$ cat src/rtl/lmon_pkg.sv
package lmon_pkg;
   localparam logic [1:0] CFG_TRIP = 2'd0;
   localparam logic [1:0] CFG_REL  = 2'd1;
   localparam logic [1:0] CFG_RUN  = 2'd2;
   localparam logic [1:0] CFG_DIR  = 2'd3;

   typedef enum logic {
      DIR_HIGH = 1'b0,
      DIR_LOW  = 1'b1
   } lmon_dir_e;
endpackage

$ cat src/rtl/lmon_cfg.sv
module lmon_cfg
   import lmon_pkg::*;
#(
   parameter int DATA_W = 12,
   parameter int CNT_W = 4,
   parameter logic [DATA_W-1:0] TRIP_INIT = '1,
   parameter logic [DATA_W-1:0] REL_INIT = '1,
   parameter logic [CNT_W-1:0] RUN_INIT = 1
) (
   input  logic              clk,
   input  logic              rst_n,
   input  logic              we,
   input  logic [1:0]        addr,
   input  logic [DATA_W-1:0] wdata,
   output logic [DATA_W-1:0] trip_lim,
   output logic [DATA_W-1:0] rel_lim,
   output logic [CNT_W-1:0]  run_len,
   output lmon_dir_e         dir
);
   always_ff @(posedge clk or negedge rst_n) begin
      if (!rst_n) begin
         trip_lim <= TRIP_INIT;
         rel_lim  <= REL_INIT;
         run_len  <= RUN_INIT;
         dir      <= DIR_HIGH;
      end else if (we) begin
         case (addr)
            CFG_TRIP: trip_lim <= wdata;
            CFG_REL:  rel_lim  <= wdata;
            CFG_RUN:  run_len  <= wdata[CNT_W-1:0];
            default:  dir      <= lmon_dir_e'(wdata[0]);
         endcase
      end
   end
endmodule

$ cat src/rtl/lmon_cmp.sv
module lmon_cmp
   import lmon_pkg::*;
#(
   parameter int DATA_W = 12,
   parameter bit SIGNED_CMP = 1'b0
) (
   input  logic [DATA_W-1:0] data,
   input  logic [DATA_W-1:0] trip_lim,
   input  logic [DATA_W-1:0] rel_lim,
   input  lmon_dir_e         dir,
   output logic              beyond_trip,
   output logic              inside_rel
);
   logic gt_trip, lt_trip, le_rel, ge_rel;

   generate
      if (SIGNED_CMP) begin : g_signed
         always_comb begin
            gt_trip = $signed(data) >  $signed(trip_lim);
            lt_trip = $signed(data) <  $signed(trip_lim);
            le_rel  = $signed(data) <= $signed(rel_lim);
            ge_rel  = $signed(data) >= $signed(rel_lim);
         end
      end else begin : g_unsigned
         always_comb begin
            gt_trip = data >  trip_lim;
            lt_trip = data <  trip_lim;
            le_rel  = data <= rel_lim;
            ge_rel  = data >= rel_lim;
         end
      end
   endgenerate

   always_comb begin
      beyond_trip = (dir == DIR_LOW) ? lt_trip : gt_trip;
      inside_rel  = (dir == DIR_LOW) ? ge_rel  : le_rel;
   end
endmodule

$ cat src/rtl/lmon_persist.sv
module lmon_persist #(
   parameter int CNT_W = 4
) (
   input  logic             clk,
   input  logic             rst_n,
   input  logic             clr,
   input  logic             vld,
   input  logic             beyond_trip,
   input  logic             inside_rel,
   input  logic [CNT_W-1:0] run_len,
   output logic             raw_flag,
   output logic             fault_flag,
   output logic [CNT_W-1:0] cnt
);
   localparam logic [CNT_W-1:0] CNT_ONE = CNT_W'(1);
   localparam logic [CNT_W-1:0] CNT_MAX = '1;

   logic [CNT_W-1:0] eff_len;
   logic             toward;
   logic             reached;

   always_comb begin
      eff_len = (run_len == '0) ? CNT_ONE : run_len;
      toward  = fault_flag ? inside_rel : beyond_trip;
      reached = (cnt >= (eff_len - CNT_ONE));
   end

   always_ff @(posedge clk or negedge rst_n) begin
      if (!rst_n) begin
         cnt        <= '0;
         fault_flag <= 1'b0;
         raw_flag   <= 1'b0;
      end else if (clr) begin
         cnt        <= '0;
         fault_flag <= 1'b0;
         raw_flag   <= 1'b0;
      end else if (vld) begin
         raw_flag <= beyond_trip;
         if (!toward) begin
            cnt <= '0;
         end else if (reached) begin
            cnt        <= '0;
            fault_flag <= !fault_flag;
         end else if (cnt != CNT_MAX) begin
            cnt <= cnt + CNT_ONE;
         end
      end
   end
endmodule

$ cat src/rtl/lmon_top.sv
module lmon_top
   import lmon_pkg::*;
#(
   parameter int DATA_W = 12,
   parameter int CNT_W = 4,
   parameter bit SIGNED_CMP = 1'b0
) (
   input  logic              clk,
   input  logic              rst_n,
   input  logic              clr,
   input  logic              cfg_we,
   input  logic [1:0]        cfg_addr,
   input  logic [DATA_W-1:0] cfg_wdata,
   input  logic              smp_vld,
   input  logic [DATA_W-1:0] smp_data,
   output logic              raw_flag,
   output logic              fault_flag
);
   generate
      if (DATA_W < 2) begin : g_bad_data_w
         $error("lmon_top: DATA_W must be at least 2");
      end
      if (CNT_W < 1 || CNT_W > DATA_W) begin : g_bad_cnt_w
         $error("lmon_top: CNT_W must lie in 1..DATA_W");
      end
   endgenerate

   logic [DATA_W-1:0] trip_lim;
   logic [DATA_W-1:0] rel_lim;
   logic [CNT_W-1:0]  run_len;
   lmon_dir_e         dir;
   logic              beyond_trip;
   logic              inside_rel;
   logic [CNT_W-1:0]  persist_cnt;

   lmon_cfg #(.DATA_W(DATA_W), .CNT_W(CNT_W)) u_cfg (
      .clk(clk), .rst_n(rst_n), .we(cfg_we), .addr(cfg_addr), .wdata(cfg_wdata),
      .trip_lim(trip_lim), .rel_lim(rel_lim), .run_len(run_len), .dir(dir)
   );

   lmon_cmp #(.DATA_W(DATA_W), .SIGNED_CMP(SIGNED_CMP)) u_cmp (
      .data(smp_data), .trip_lim(trip_lim), .rel_lim(rel_lim), .dir(dir),
      .beyond_trip(beyond_trip), .inside_rel(inside_rel)
   );

   lmon_persist #(.CNT_W(CNT_W)) u_persist (
      .clk(clk), .rst_n(rst_n), .clr(clr), .vld(smp_vld),
      .beyond_trip(beyond_trip), .inside_rel(inside_rel), .run_len(run_len),
      .raw_flag(raw_flag), .fault_flag(fault_flag), .cnt(persist_cnt)
   );
endmodule

$ cat config.mk
export PLATFORM = sky130hd
export DESIGN_NAME = lmon_top
export DESIGN_NICKNAME = d
export VERILOG_FILES = /design/src/rtl/lmon_pkg.sv /design/src/rtl/lmon_cfg.sv /design/src/rtl/lmon_cmp.sv /design/src/rtl/lmon_persist.sv /design/src/rtl/lmon_top.sv
export SDC_FILE = /design/constraint.sdc
export NUM_CORES = 1
export LEC_CHECK = 0
export BUFFER_PORTS_ARGS = -buffer_cell sky130_fd_sc_hd__buf_2
export CAP_MARGIN = 0
export CORE_ASPECT_RATIO = 0.7
export CORE_MARGIN = 5
export CORE_UTILIZATION = 61
export CTS_CLUSTER_DIAMETER = 60
export DETAILED_ROUTE_END_ITERATION = 10
export GPL_TIMING_DRIVEN = 0
export HOLD_SLACK_MARGIN = 0.1
export PLACE_DENSITY = 0.93
export RECOVER_POWER = 100
export SETUP_SLACK_MARGIN = 0.5
export SYNTH_ARGS = -nofsm -noshare
export SYNTH_HDL_FRONTEND = slang
export SYNTH_SLANG_ARGS = --single-unit
$ cat constraint.sdc
create_clock -name clk -period 7.5 [get_ports clk]
set_input_delay 1.5 -clock clk [delete_from_list [all_inputs] [get_ports clk]]
set_output_delay 1.5 -clock clk [all_outputs]
set_load 0.005 [all_outputs]
==> results of run 1 <==
==> cell families (layout without fill, tap and decap cells) <==
kind of cell / after synthesis / after routing
flip-flops: 35 / 35
buffers and inverters: 31 / 70
XOR/XNOR: 1 / 1
AND/OR/NAND/NOR: 59 / 59
multiplexers: 21 / 21
adder cells (fa/ha/maj): 30 / 30
AO/OA/AOI/OAI: 42 / 42
==> flip-flops by register name (all words and copies together), names as in the netlist <==
| name | cells |
|---|---|
| u_cfg.run_len | 4 |
| u_cfg.trip_lim | 12 |
| u_persist.cnt | 4 |
| u_cfg.rel_lim | 12 |
| u_cfg.dir | 1 |
| u_persist.fault_flag | 1 |
| u_persist.raw_flag | 1 |
==> through the flow <==
stage | setup WS (ns) | cells
2_1_floorplan | 3.92 | 219
3_3_place_gp | 3.73 | 300
3_5_place_dp | 3.70 | 300
4_1_cts | 4.00 | 308
5_1_grt | 3.86 | 308
6_report | 3.96 | 308
==> cell type report <==
cell class | instances | area (um2) | area share [%]
flip-flops and latches | 35 | 907 | 35.8
multi-input cells | 153 | 1190 | 46.9
repair buffers | 31 | 148 | 5.83
plain buffers | 4 | 15.0 | 0.593
clock buffers | 7 | 108 | 4.25
inverters | 27 | 101 | 4.00
clock inverters | 1 | 5.00 | 0.198
well taps | 50 | 62.6 | 2.47
==> critical path, stage by stage <==
cell      delay, ns
clkbuf_1       0.09
ha_1           0.31
a21o_1         0.18
a221o_1        0.31
a221o_1        0.31
o21ai_0        0.14
or3b_1         0.43
nand4_1        0.12
mux2_1         0.32
==> cell usage in the layout (no fill, tap or decap), types with 2 or more instances in the layout <==
| master | n |
|---|---|
| a31oi_1 | 4 |
| o21ai_0 | 14 |
| a221o_1 | 2 |
| ha_1 | 30 |
| mux2i_1 | 2 |
| nor3_1 | 4 |
| a21oi_1 | 9 |
| nand3_1 | 5 |
| buf_2 | 25 |
| and4_1 | 2 |
| nor2b_1 | 3 |
| inv_1 | 27 |
| clkbuf_1 | 10 |
| nor2_1 | 13 |
| a21o_1 | 4 |
| dfrtp_1 | 10 |
| nand4_1 | 6 |
| nand2_1 | 18 |
| nand3b_1 | 2 |
| mux2_2 | 18 |
| dfstp_2 | 25 |
| nor3b_1 | 2 |
| clkbuf_8 | 6 |
| o41ai_1 | 2 |
==> final timing paths <==
path | cells after the start | slack [ns] | from | end
min reg2reg | 2 | 0.51 | u_cfg.trip_lim[8]$_DFFE_PN1P_ | u_cfg.trip_lim[8]$_DFFE_PN1P_
max | 9 | 3.96 | smp_data[5] | u_persist.fault_flag$_DFFE_PN0P_
min | 2 | 0.51 | u_cfg.trip_lim[8]$_DFFE_PN1P_ | u_cfg.trip_lim[8]$_DFFE_PN1P_
min in group asynchronous | 1 | 1.70 | rst_n | u_cfg.dir$_DFFE_PN0P_
max reg2reg | 9 | 4.72 | u_cfg.rel_lim[5]$_DFFE_PN1P_ | u_persist.fault_flag$_DFFE_PN0P_
max in group asynchronous | 1 | 4.76 | rst_n | u_persist.cnt[2]$_DFFE_PN0P_
==> per-layer routing <==
metal | GRT usage [%] | up-vias | share of wire, %
met5 | 0 | - | 0
met4 | 6.40 | 0 | 0.88
met3 | 4.75 | 7 | 6.1
met2 | 34.6 | 44 | 47
met1 | 28.4 | 792 | 46
li1 | - | 851 | -
==> power breakdown <==
part | internal (W) | switching [W]
Combinational | 0.0000798 | 0.0000867
Clock | 0.0000941 | 0.0000675
Sequential | 0.000237 | 0.0000186
Total | 0.000411 | 0.000173
==> run_results.csv, run 1 <==
group,metric,value,unit
status,outcome,"finished, violations left",
status,violations_in_the_final_reports,"max-capacitance violations, max-slew violations",
placed_design,detailedPlacementHpwl,3480,um
logic_synthesis,synthSimpleGateAreaFrac,13.5,%
cts,cts-root-to-sink-buffers,2,
cts,cts_htree_levels,2,
floorplan,floorplan.die.width,82.1,um
placed_design,dpl-instance-area,2430,um2
sta,timing.final.hold_violations,0,
logic_synthesis,ys_warn_count,0,
placed_design,io_buffer_count,31,
cts,holdBufCountCts,0,
floorplan,rows,18,
cts,clkSinkCount,35,
logic_synthesis,synth.distinct_cells,38,
final_layout,fillCellCount,268,
floorplan,initial_utilization,63.1,%
sta,relSlewSlack,-21.2,%
drt,detail_route.wirelength,4550,um
logic_synthesis,synthMuxAreaShare,10.7,%
logic_synthesis,post_synth_main_area_contributors,"dfstp_2 30%, ha_1 17%, dfrtp_1 11%",
power,totalPowerFinal,0.000584,W
drt,route.antenna.remaining_nets,0,
logic_synthesis,yosys.area.top_type_share,29.6,%
flow_run,cap_violations,1,
global_route,gr-total-overflow,0,
sta,finalClockSkew,0.00279,ns
sta,min_period_over_period,47.1,%
final_layout,post-route-cell-area,2530,um2
final_layout,diodes,0,
drt,detail_route.vias_per_cell,5.50,
global_route,first_pass_grt_wire_length,7830,um
floorplan,area_of_the_die,4960,um2
placed_design,placer_congestion_estimate,0.843,
drt,first_iter_violations,80,
drt,avgRoutedWirePerCell,14.8,um
cts,tritoncts,"built",
global_route,grtUsageTotal,21.2,%
sta,worst_pin_slew,1.82,ns
final_layout,drive_gt1_share,30.2,%
sta,slew_viol_final,36,
drt,dr_total_vias,1694,
floorplan,placeableCoreArea,3510,um2
worst_setup_path,crit_path_start_kind,"input port",
min_path,worst_hold_path_type,"reg -> reg",
sta,fin_worst_hold_slack,0.508,ns
logic_synthesis,synth_top_family_by_area,"adder cells",
logic_synthesis,ys_ff_latch,35,
sta,tns,0,ns
cts,post-cts-setup-buffer-count,0,
drt,drt-pass1-iter-count,4,
logic_synthesis,synth_adder_area_share,16.9,%
floorplan,die_y,60.4,um
logic_synthesis,syn-cell-area,2220,um2
cts,clock_insertion_delay_worst_skew,0.29,ns
worst_setup_path,cp.required,7.67,ns
final_layout,areaGrowthSynthToFinish,14.3,%
power,power.static_leakage,1.20,nW
sta,rsz_0062_raised_after_global_routing,"false",
final_layout,finalCoreUtilization,72.1,%
floorplan,design.portCount,33,
logic_synthesis,synth-edff-count,0,
logic_synthesis,syn-instance-count,219,
logic_synthesis,post_synth_most_frequent_cells,"30 x ha_1, 27 x inv_1, 25 x dfstp_2",
worst_setup_path,nature_of_the_critical_path_endpoint,"register",
worst_setup_path,worst-path-max-fanout,4,
sta,achievable-frequency,283,MHz
global_route,grt_max_degree,36,
logic_synthesis,synth_sequential_area_ratio,40.9,%
logic_synthesis,synth.most_common_cell,"ha_1",
logic_synthesis,synth_largest_area_cell,"dfstp_2",
logic_synthesis,ys_async_sr_fraction,100,%
drt,detail_route.drc_violations,0,
power,power-per-cell-area,230,nW/um2
sta,finalSetupViolCount,0,
final_layout,finish.net_count,318,
cts,clockRootBuffer,"clkbuf_8",
logic_synthesis,syn-num-nets,280,
sta,finalCriticalPeriod,3.54,ns
logic_synthesis,synth_xor_area_share,0.395,%
logic_synthesis,syn_avg_cell_area,10.1,um2
cts,tritoncts.num_buffers,5,
logic_synthesis,synth_flop_cell,"dfstp_2",
worst_setup_path,setup.worst_path.class,"in -> reg",
worst_setup_path,cp_data_arrival_time,3.71,ns
power,peakVddDrop,0.161,mV
cts,postCtsResizedCells,0,
logic_synthesis,synth-compound-area-share,12.2,%
global_route,first_global_vias,1731,
global_route,antenna_found_initial,0,
cts,worst_setup_hold_path_clk_slew,0.07,ns
Note: power is estimated with default switching activity, not from simulation.
==> run 2, diff against run 1 <==
--- a/config.mk
+++ b/config.mk
@@ -5,16 +5,17 @@
 export SDC_FILE = /design/constraint.sdc
 export NUM_CORES = 1
 export LEC_CHECK = 0
+export ABC_AREA = 1
 export BUFFER_PORTS_ARGS = -buffer_cell sky130_fd_sc_hd__buf_2
 export CAP_MARGIN = 0
 export CORE_ASPECT_RATIO = 0.7
 export CORE_MARGIN = 5
-export CORE_UTILIZATION = 61
+export CORE_UTILIZATION = 58
 export CTS_CLUSTER_DIAMETER = 60
 export DETAILED_ROUTE_END_ITERATION = 10
 export GPL_TIMING_DRIVEN = 0
 export HOLD_SLACK_MARGIN = 0.1
-export PLACE_DENSITY = 0.93
+export PLACE_DENSITY = 0.88
 export RECOVER_POWER = 100
 export SETUP_SLACK_MARGIN = 0.5
 export SYNTH_ARGS = -nofsm -noshare
==> constraint.sdc (replaced) <==
create_clock -name clk -period 3.32 [get_ports clk]
set_input_delay 0.664 -clock clk [delete_from_list [all_inputs] [get_ports clk]]
set_output_delay 0.664 -clock clk [all_outputs]
set_load 0.005 [all_outputs]
==> run 2 against run 1 <==
  * The run still ends with max-capacitance violations, max-slew violations left
  * Sequential cell count stayed put
  * Area after synthesis grew 9.9%
  * Hold slack lost 0.016 ns
  * Utilization down 3.8 points
  * Design area up 7.8%
  * Worst setup slack lost 3.5 ns
  * Clock power increased by 84%
==> run_results.csv, run 2 <==
group,metric,value,unit
power,power.share.switching,35.7,%
final_layout,diodes,0,
global_route,global_route.usage.met3,4.88,%
global_route,globalRouteMet2Util,32.9,%
cts,tritoncts.num_buffers,5,
final_layout,layout.cells.most_common,"nand2_1",
floorplan,area_of_the_die,5620,um2
logic_synthesis,synth.distinct_cells,31,
final_layout,top_library_cells_by_usage_in_the_layout_fill_and_taps_aside,"74 x nand2_1, 60 x inv_1, 30 x o21ai_0, 30 x ha_1, 28 x buf_2",
cts,tritoncts,"built",
floorplan,initial_utilization,61.0,%
sta,tns,0,ns
placed_design,dpl-instance-area,2660,um2
placed_design,detailedPlacementHpwl,4050,um
floorplan,floorplan.die.width,87.5,um
placed_design,placer_congestion_estimate,0.789,
sta,worst_pin_slew,1.84,ns
drt,detail_route.wirelength,5260,um
worst_setup_path,r2r_cells,13,
drt,dr_total_vias,2064,
floorplan,die_y,64.2,um
floorplan,design.portCount,33,
sta,relSlewSlack,-22.6,%
logic_synthesis,synth_sequential_area_ratio,37.2,%
power,clock_power_share,22.2,%
worst_setup_path,nature_of_the_critical_path_endpoint,"register",
sta,fin_worst_hold_slack,0.492,ns
final_layout,post-route-cell-area,2730,um2
global_route,first_pass_grt_wire_length,8900,um
sta,finalCriticalPeriod,2.83,ns
cts,clockRootBuffer,"clkbuf_8",
logic_synthesis,synthMuxAreaShare,0,%
worst_setup_path,worstPathBufferInverterCount,1,
power,power.net_switching,0.000478,W
placed_design,io_buffer_count,32,
power,internal-power,0.000861,W
power,combPwrFrac,34.9,%
sta,final.setup.worst_slack,0.493,ns
cts,holdBufCountCts,0,
cts,clkSinkCount,35,
worst_setup_path,cp_slowest_cell,"or3_1",
global_route,gr-total-overflow,0,
drt,drt-pass1-iter-count,5,
drt,route.antenna.remaining_nets,0,
power,seq_power_share,42.9,%
global_route,first_global_vias,2036,
power,power.static_leakage,1.47,nW
logic_synthesis,synth.most_common_cell,"nand2_1",
placed_design,pre_cts_ws,0.604,ns
final_layout,finish.net_count,406,
sta,rsz_0062_raised_after_global_routing,"false",
worst_setup_path,setup.worst_path.class,"reg -> reg",
worst_setup_path,cp_top_family,"simple AND/OR/NAND/NOR gates",
power,totalPowerFinal,0.00134,W
logic_synthesis,post_synth_main_area_contributors,"dfstp_2 27%, ha_1 15%, nand2_1 11%",
logic_synthesis,synth-compound-area-share,9.65,%
final_layout,drive_gt1_share,23.1,%
drt,detail_route.vias_per_cell,5.19,
sta,achievable-frequency,354,MHz
floorplan,placeableCoreArea,3990,um2
global_route,grt_use_met1,25.7,%
logic_synthesis,synth-edff-count,0,
worst_setup_path,worst-path-max-fanout,6,
worst_setup_path,crit_path_start_kind,"register",
floorplan,rows,19,
logic_synthesis,synth_largest_area_cell,"dfstp_2",
global_route,grt_max_degree,36,
global_route,antenna_found_initial,0,
min_path,hold_start,"u_cfg.trip_lim[10]$_DFFE_PN1P_",
global_route,global_route.peak_usage_layer,"met2",
logic_synthesis,post_synth_most_frequent_cells,"74 x nand2_1, 60 x inv_1, 30 x ha_1, 30 x o21ai_0, 25 x dfstp_2",
worst_setup_path,reg2reg_setup_slack,0.49,ns
sta,timing.final.hold_violations,0,
cts,clock_insertion_delay_worst_skew,0.29,ns
sta,finalSetupViolCount,0,
worst_setup_path,crit_chain,"or3_1 > nor2_1 > nor2_1 > ha_1 > xnor2_1 > ha_1 > nand2_1 > o21bai_1 > o311ai_4 > inv_1 > nand4_1 > nand3_1 > nand2_1",
power,peakVddDrop,0.274,mV
logic_synthesis,ys_async_sr_fraction,100,%
logic_synthesis,synth_top_family_by_area,"simple AND/OR/NAND/NOR gates",
sta,slew_viol_final,36,
logic_synthesis,ys_ff_latch,35,
sta,finalClockSkew,0.00473,ns
worst_setup_path,launch_instance_of_the_worst_register_to_register_path,"u_cfg.run_len[1]$_DFFE_PN0P_",
sta,min_period_over_period,85.2,%
global_route,grtUsageTotal,20.2,%
min_path,worst_hold_endpoint,"u_cfg.trip_lim[10]$_DFFE_PN1P_",
flow_run,cap_violations,1,
logic_synthesis,syn-instance-count,306,
logic_synthesis,synth_xor_area_share,1.08,%
worst_setup_path,cp.required,3.50,ns
status,outcome,"finished, violations left",
power,power-per-cell-area,490,nW/um2
drt,first_iter_violations,136,
worst_setup_path,critical-path-max-stage-delay,0.42,ns
cts,cts_htree_levels,2,
status,violations_in_the_final_reports,"max-capacitance violations, max-slew violations",
logic_synthesis,synth_adder_area_share,15.4,%
logic_synthesis,syn-num-nets,367,
logic_synthesis,syn_avg_cell_area,7.97,um2
logic_synthesis,ys_warn_count,0,
drt,detail_route.drc_violations,0,
worst_setup_path,rr_endpoint,"u_persist.cnt[1]$_DFFE_PN0P_",
logic_synthesis,synthSimpleGateAreaFrac,26.3,%
final_layout,areaGrowthSynthToFinish,12.0,%
logic_synthesis,synth_flop_cell,"dfstp_2",
final_layout,biggestRegsByFlops,"u_cfg.rel_lim x12, u_cfg.trip_lim x12",
logic_synthesis,yosys.area.top_type_share,27.0,%
drt,avgRoutedWirePerCell,13.2,um
min_path,worst_hold_path_type,"reg -> reg",
logic_synthesis,syn-cell-area,2440,um2
cts,cts-root-to-sink-buffers,2,
worst_setup_path,cp_data_arrival_time,3.01,ns
cts,worst_setup_hold_path_clk_slew,0.07,ns
min_path,hold_path_cells,2,
-- run 2: cell types whose count changed in the layout (fill, tap and decap cells not counted), moves of 4 or more --
cell	previous run	this run
nor3_1	4	0
mux2_2	18	0
inv_1	27	60
o21ai_0	14	30
nand2_1	18	74
nand3_1	5	16
-- run 2: cells by family (layout without fill, tap and decap cells) --
group | Yosys count | in the layout
XOR/XNOR | 3 | 3
flip-flops | 35 | 35
AO/OA/AOI/OAI | 43 | 43
AND/OR/NAND/NOR | 128 | 128
buffers and inverters | 67 | 107
adder cells (fa/ha/maj) | 30 | 30
-- run 2: worst reg2reg max path, cell delays in order (launching register included) --
cell and delay, ns:
dfrtp_1 0.39, or3_1 0.42, nor2_1 0.15, nor2_1 0.08, ha_1 0.19, xnor2_1 0.16, ha_1 0.25, nand2_1 0.12
o21bai_1 0.18, o311ai_4 0.19, inv_1 0.09, nand4_1 0.24, nand3_1 0.19, nand2_1 0.07
-- run 2: worst max-delay path by stage --
stage / start / endpoint / slack [ns] / cells after the start
after global routing: u_cfg.run_len[1]$_DFFE_PN0P_ / u_persist.cnt[0]$_DFFE_PN0P_ / 0.28 / 13
after detailed placement: u_cfg.run_len[1]$_DFFE_PN0P_ / u_persist.cnt[0]$_DFFE_PN0P_ / 0.60 / 13
final: u_cfg.run_len[1]$_DFFE_PN0P_ / u_persist.cnt[1]$_DFFE_PN0P_ / 0.49 / 13
after global placement: u_cfg.run_len[1]$_DFFE_PN0P_ / u_persist.cnt[1]$_DFFE_PN0P_ / 0.77 / 13
after CTS: u_cfg.run_len[1]$_DFFE_PN0P_ / u_persist.cnt[0]$_DFFE_PN0P_ / 0.54 / 13
after floorplan: u_cfg.run_len[1]$_DFFE_PN0P_ / u_persist.cnt[2]$_DFFE_PN0P_ / 0.93 / 13
-- run 2: power by group through the flow --
stage / Sequential (W) / Clock [W] / Combinational [W]
floorplan: 0.000566 / 0 / 0.000344
global placement: 0.000577 / 0 / 0.000425
detailed placement: 0.000579 / 0 / 0.000457
CTS: 0.000574 / 0.000299 / 0.000463
global route: 0.000584 / 0.000320 / 0.000538
finish: 0.000574 / 0.000298 / 0.000467
-- run 2: metrics by stage --
stage | instances | util, %
floorplan | 306 | -
global placement | 390 | 66.7
detailed placement | 390 | 66.7
CTS | 398 | 68.7
global route | 398 | 68.4
finish | 398 | 68.4
-- run 2: layout make-up --
| cell class | instances | area [um2] |
|---|---|---|
| clock inverter | 1 | 5.00 |
| inverter | 63 | 236 |
| tap | 52 | 65.1 |
| timing repair buffer | 32 | 155 |
| sequential | 35 | 907 |
| clock buffer | 7 | 76.3 |
| buffer | 4 | 15.0 |
| multi-input combinational | 204 | 1270 |
| fill | 311 | 1260 |
-- run 2: repair_timing --
item	in CTS	in global routing
setup endpoints to repair	0	5
setup buffers	0	0
gates resized for setup	0	4
-- run 2: metal layers --
layer / vias up / part of all wire, %
met3: 7 / 5.8
met4: 0 / 1.1
met2: 60 / 49
li1: 1038 / -
met5: - / 0
met1: 959 / 44
==> run 3, diff against run 2 <==
--- a/config.mk
+++ b/config.mk
@@ -8,9 +8,11 @@
 export ABC_AREA = 1
 export BUFFER_PORTS_ARGS = -buffer_cell sky130_fd_sc_hd__buf_2
 export CAP_MARGIN = 0
+export CELL_PAD_IN_SITES_DETAIL_PLACEMENT = 1
+export CELL_PAD_IN_SITES_GLOBAL_PLACEMENT = 2
 export CORE_ASPECT_RATIO = 0.7
 export CORE_MARGIN = 5
-export CORE_UTILIZATION = 58
+export CORE_UTILIZATION = 34
 export CTS_CLUSTER_DIAMETER = 60
 export DETAILED_ROUTE_END_ITERATION = 10
 export GPL_TIMING_DRIVEN = 0
==> run 3 against run 2 <==
  * The run still ends with max-capacitance violations, max-slew violations left
  * Sequential share of layout area down 0.82 points
  * Sequential cell count unchanged
  * Register-to-register slack gained 0.04 ns
  * Clock power up 14%
  * Hold slack got worse by 0.0021 ns
  * Die area rose by 60%
  * Via count shrank 2.0%
  * Routed wire length up 10%
  * Cell count up 11%
  * Non-clock buffer count stayed put
  * Design area increased by 2.5%
  * Largest cell class unchanged
==> run_results.csv, run 3 (same netlist as run 2, synthesis figures left out) <==
group,metric,value,unit
final_layout,biggestRegsByFlops,"u_cfg.rel_lim x12, u_cfg.trip_lim x12",
placed_design,detailedPlacementHpwl,4680,um
floorplan,area_of_the_die,8990,um2
sta,finalSetupViolCount,0,
cts,holdBufCountCts,0,
worst_setup_path,cp_data_arrival_time,2.96,ns
sta,final.setup.worst_slack,0.534,ns
floorplan,die_y,80.8,um
drt,detail_route.wirelength,5800,um
final_layout,finalCoreUtilization,40.9,%
flow_run,cap_violations,1,
worst_setup_path,crit_path_start_kind,"register",
power,seq_power_share,41.8,%
sta,tns,0,ns
cts,tritoncts,"built",
worst_setup_path,crit_chain,"or3_1 > nor2_1 > nor2_1 > ha_1 > ha_1 > inv_1 > nor2_1 > o21bai_1 > o311ai_4 > inv_1 > nand4_1 > nand3_1 > nand2_1",
final_layout,drive_gt1_share,22.8,%
worst_setup_path,cp.required,3.50,ns
worst_setup_path,setup.worst_path.class,"reg -> reg",
worst_setup_path,critical-path-max-stage-delay,0.39,ns
cts,cts-root-to-sink-buffers,2,
sta,slew_viol_final,36,
status,outcome,"finished, violations left",
drt,drt-pass1-iter-count,4,
placed_design,pre_cts_ws,0.627,ns
final_layout,top_library_cells_by_usage_in_the_layout_fill_and_taps_aside,"74 x nand2_1, 61 x inv_1, 30 x o21ai_0, 30 x ha_1, 28 x buf_2",
global_route,first_pass_grt_wire_length,10400,um
power,power.static_leakage,1.48,nW
cts,clkSinkCount,35,
cts,clockRootBuffer,"clkbuf_8",
final_layout,finish.net_count,406,
final_layout,diodes,0,
power,combPwrFrac,33.4,%
drt,first_iter_violations,42,
power,power.share.switching,34.4,%
final_layout,layout.cells.most_common,"nand2_1",
sta,achievable-frequency,359,MHz
worst_setup_path,worst-path-max-fanout,6,
global_route,antenna_found_initial,0,
global_route,grt_max_degree,36,
final_layout,areaGrowthSynthToFinish,14.8,%
sta,worst_pin_slew,1.86,ns
power,internal-power,0.000901,W
cts,cts_htree_levels,2,
drt,route.antenna.remaining_nets,0,
cts,worst_setup_hold_path_clk_slew,0.07,ns
sta,fin_worst_hold_slack,0.490,ns
floorplan,placeableCoreArea,6850,um2
drt,detail_route.drc_violations,0,
floorplan,rows,25,
global_route,grtUsageTotal,14.5,%
min_path,hold_path_cells,2,
sta,relSlewSlack,-24.3,%
cts,clock_insertion_delay_worst_skew,0.28,ns
sta,rsz_0062_raised_after_global_routing,"false",
drt,avgRoutedWirePerCell,13.2,um
floorplan,floorplan.die.width,111,um
worst_setup_path,cpMostUsedCell,"nor2_1",
sta,min_period_over_period,83.9,%
sta,finalCriticalPeriod,2.79,ns
power,power-per-cell-area,490,nW/um2
power,peakVddDrop,0.183,mV
status,violations_in_the_final_reports,"max-capacitance violations, max-slew violations",
cts,tritoncts.num_buffers,5,
worst_setup_path,nature_of_the_critical_path_endpoint,"register",
drt,detail_route.vias_per_cell,4.60,
floorplan,initial_utilization,35.6,%
placed_design,io_buffer_count,32,
worst_setup_path,r2r_cells,13,
min_path,worst_hold_path_type,"reg -> reg",
drt,dr_total_vias,2022,
power,power.net_switching,0.000472,W
worst_setup_path,cp_slowest_cell,"dfrtp_1",
global_route,first_global_vias,2223,
placed_design,place_inst,432,
global_route,gr-total-overflow,0,
sta,timing.final.hold_violations,0,
sta,finalClockSkew,0.00391,ns
placed_design,placer_congestion_estimate,0.757,
power,clock_power_share,24.9,%
floorplan,design.portCount,33,
final_layout,final_cell_count_no_fill,440,
==> run 3: critical path, delay by kind of cell (launching register included) <==
family	cells	cell delay [ns]
buffers and inverters	2	0.20
adder cells (fa/ha/maj)	2	0.55
AO/OA/AOI/OAI	2	0.41
flip-flops	1	0.39
AND/OR/NAND/NOR	7	1.13
==> run 3: repair_timing <==
action | CTS | global route
setup buffers | 0 | 0
setup endpoints to repair | 0 | 5
gates resized for setup | 0 | 3
==> run 3: path summary, 6_finish.rpt <==
path / from / end / slack [ns]
setup / recovery: u_cfg.run_len[1]$_DFFE_PN0P_ / u_persist.cnt[1]$_DFFE_PN0P_ / 0.53
hold / removal: u_cfg.rel_lim[9]$_DFFE_PN1P_ / u_cfg.rel_lim[9]$_DFFE_PN1P_ / 0.49
setup reg to reg: u_cfg.run_len[1]$_DFFE_PN0P_ / u_persist.cnt[1]$_DFFE_PN0P_ / 0.53
hold reg to reg: u_cfg.rel_lim[9]$_DFFE_PN1P_ / u_cfg.rel_lim[9]$_DFFE_PN1P_ / 0.49
max in group asynchronous: rst_n / u_cfg.dir$_DFFE_PN0P_ / 1.37
min in group asynchronous: rst_n / u_persist.cnt[1]$_DFFE_PN0P_ / 0.89
==> run 3: through the flow <==
stage / instance area, um2 / total power, W
floorplan: 2440 / 0.000910
global placement: 2720 / 0.00102
detailed placement: 2720 / 0.00105
CTS: 2820 / 0.00139
global route: 2800 / 0.00150
finish: 2800 / 0.00137
==> run 3: metal layers <==
layer	global-route usage, %	wire length [um]	vias up
met5	0	0	-
met4	3.28	58	0
met3	2.90	132	5
met2	24.6	2620	20
met1	19.3	3000	955
li1	-	-	1042
==> run 3: power by group through the flow <==
stage,Clock [W],Sequential [W],Combinational [W]
final,0.000341,0.000573,0.000458
after global routing,0.000367,0.000584,0.000544
after CTS,0.000351,0.000575,0.000467
after detailed placement,0,0.000581,0.000465
after global placement,0,0.000579,0.000442
after floorplan,0,0.000566,0.000344
==> run 3: layout make-up <==
| class | instances | area, um2 |
|---|---|---|
| fill | 845 | 4050 |
| multi-input combinational | 204 | 1270 |
| sequential | 35 | 907 |
| inverter | 63 | 236 |
| timing repair buffer | 32 | 155 |
| tap | 94 | 118 |
| clock buffer | 8 | 100 |
| buffer | 4 | 15.0 |
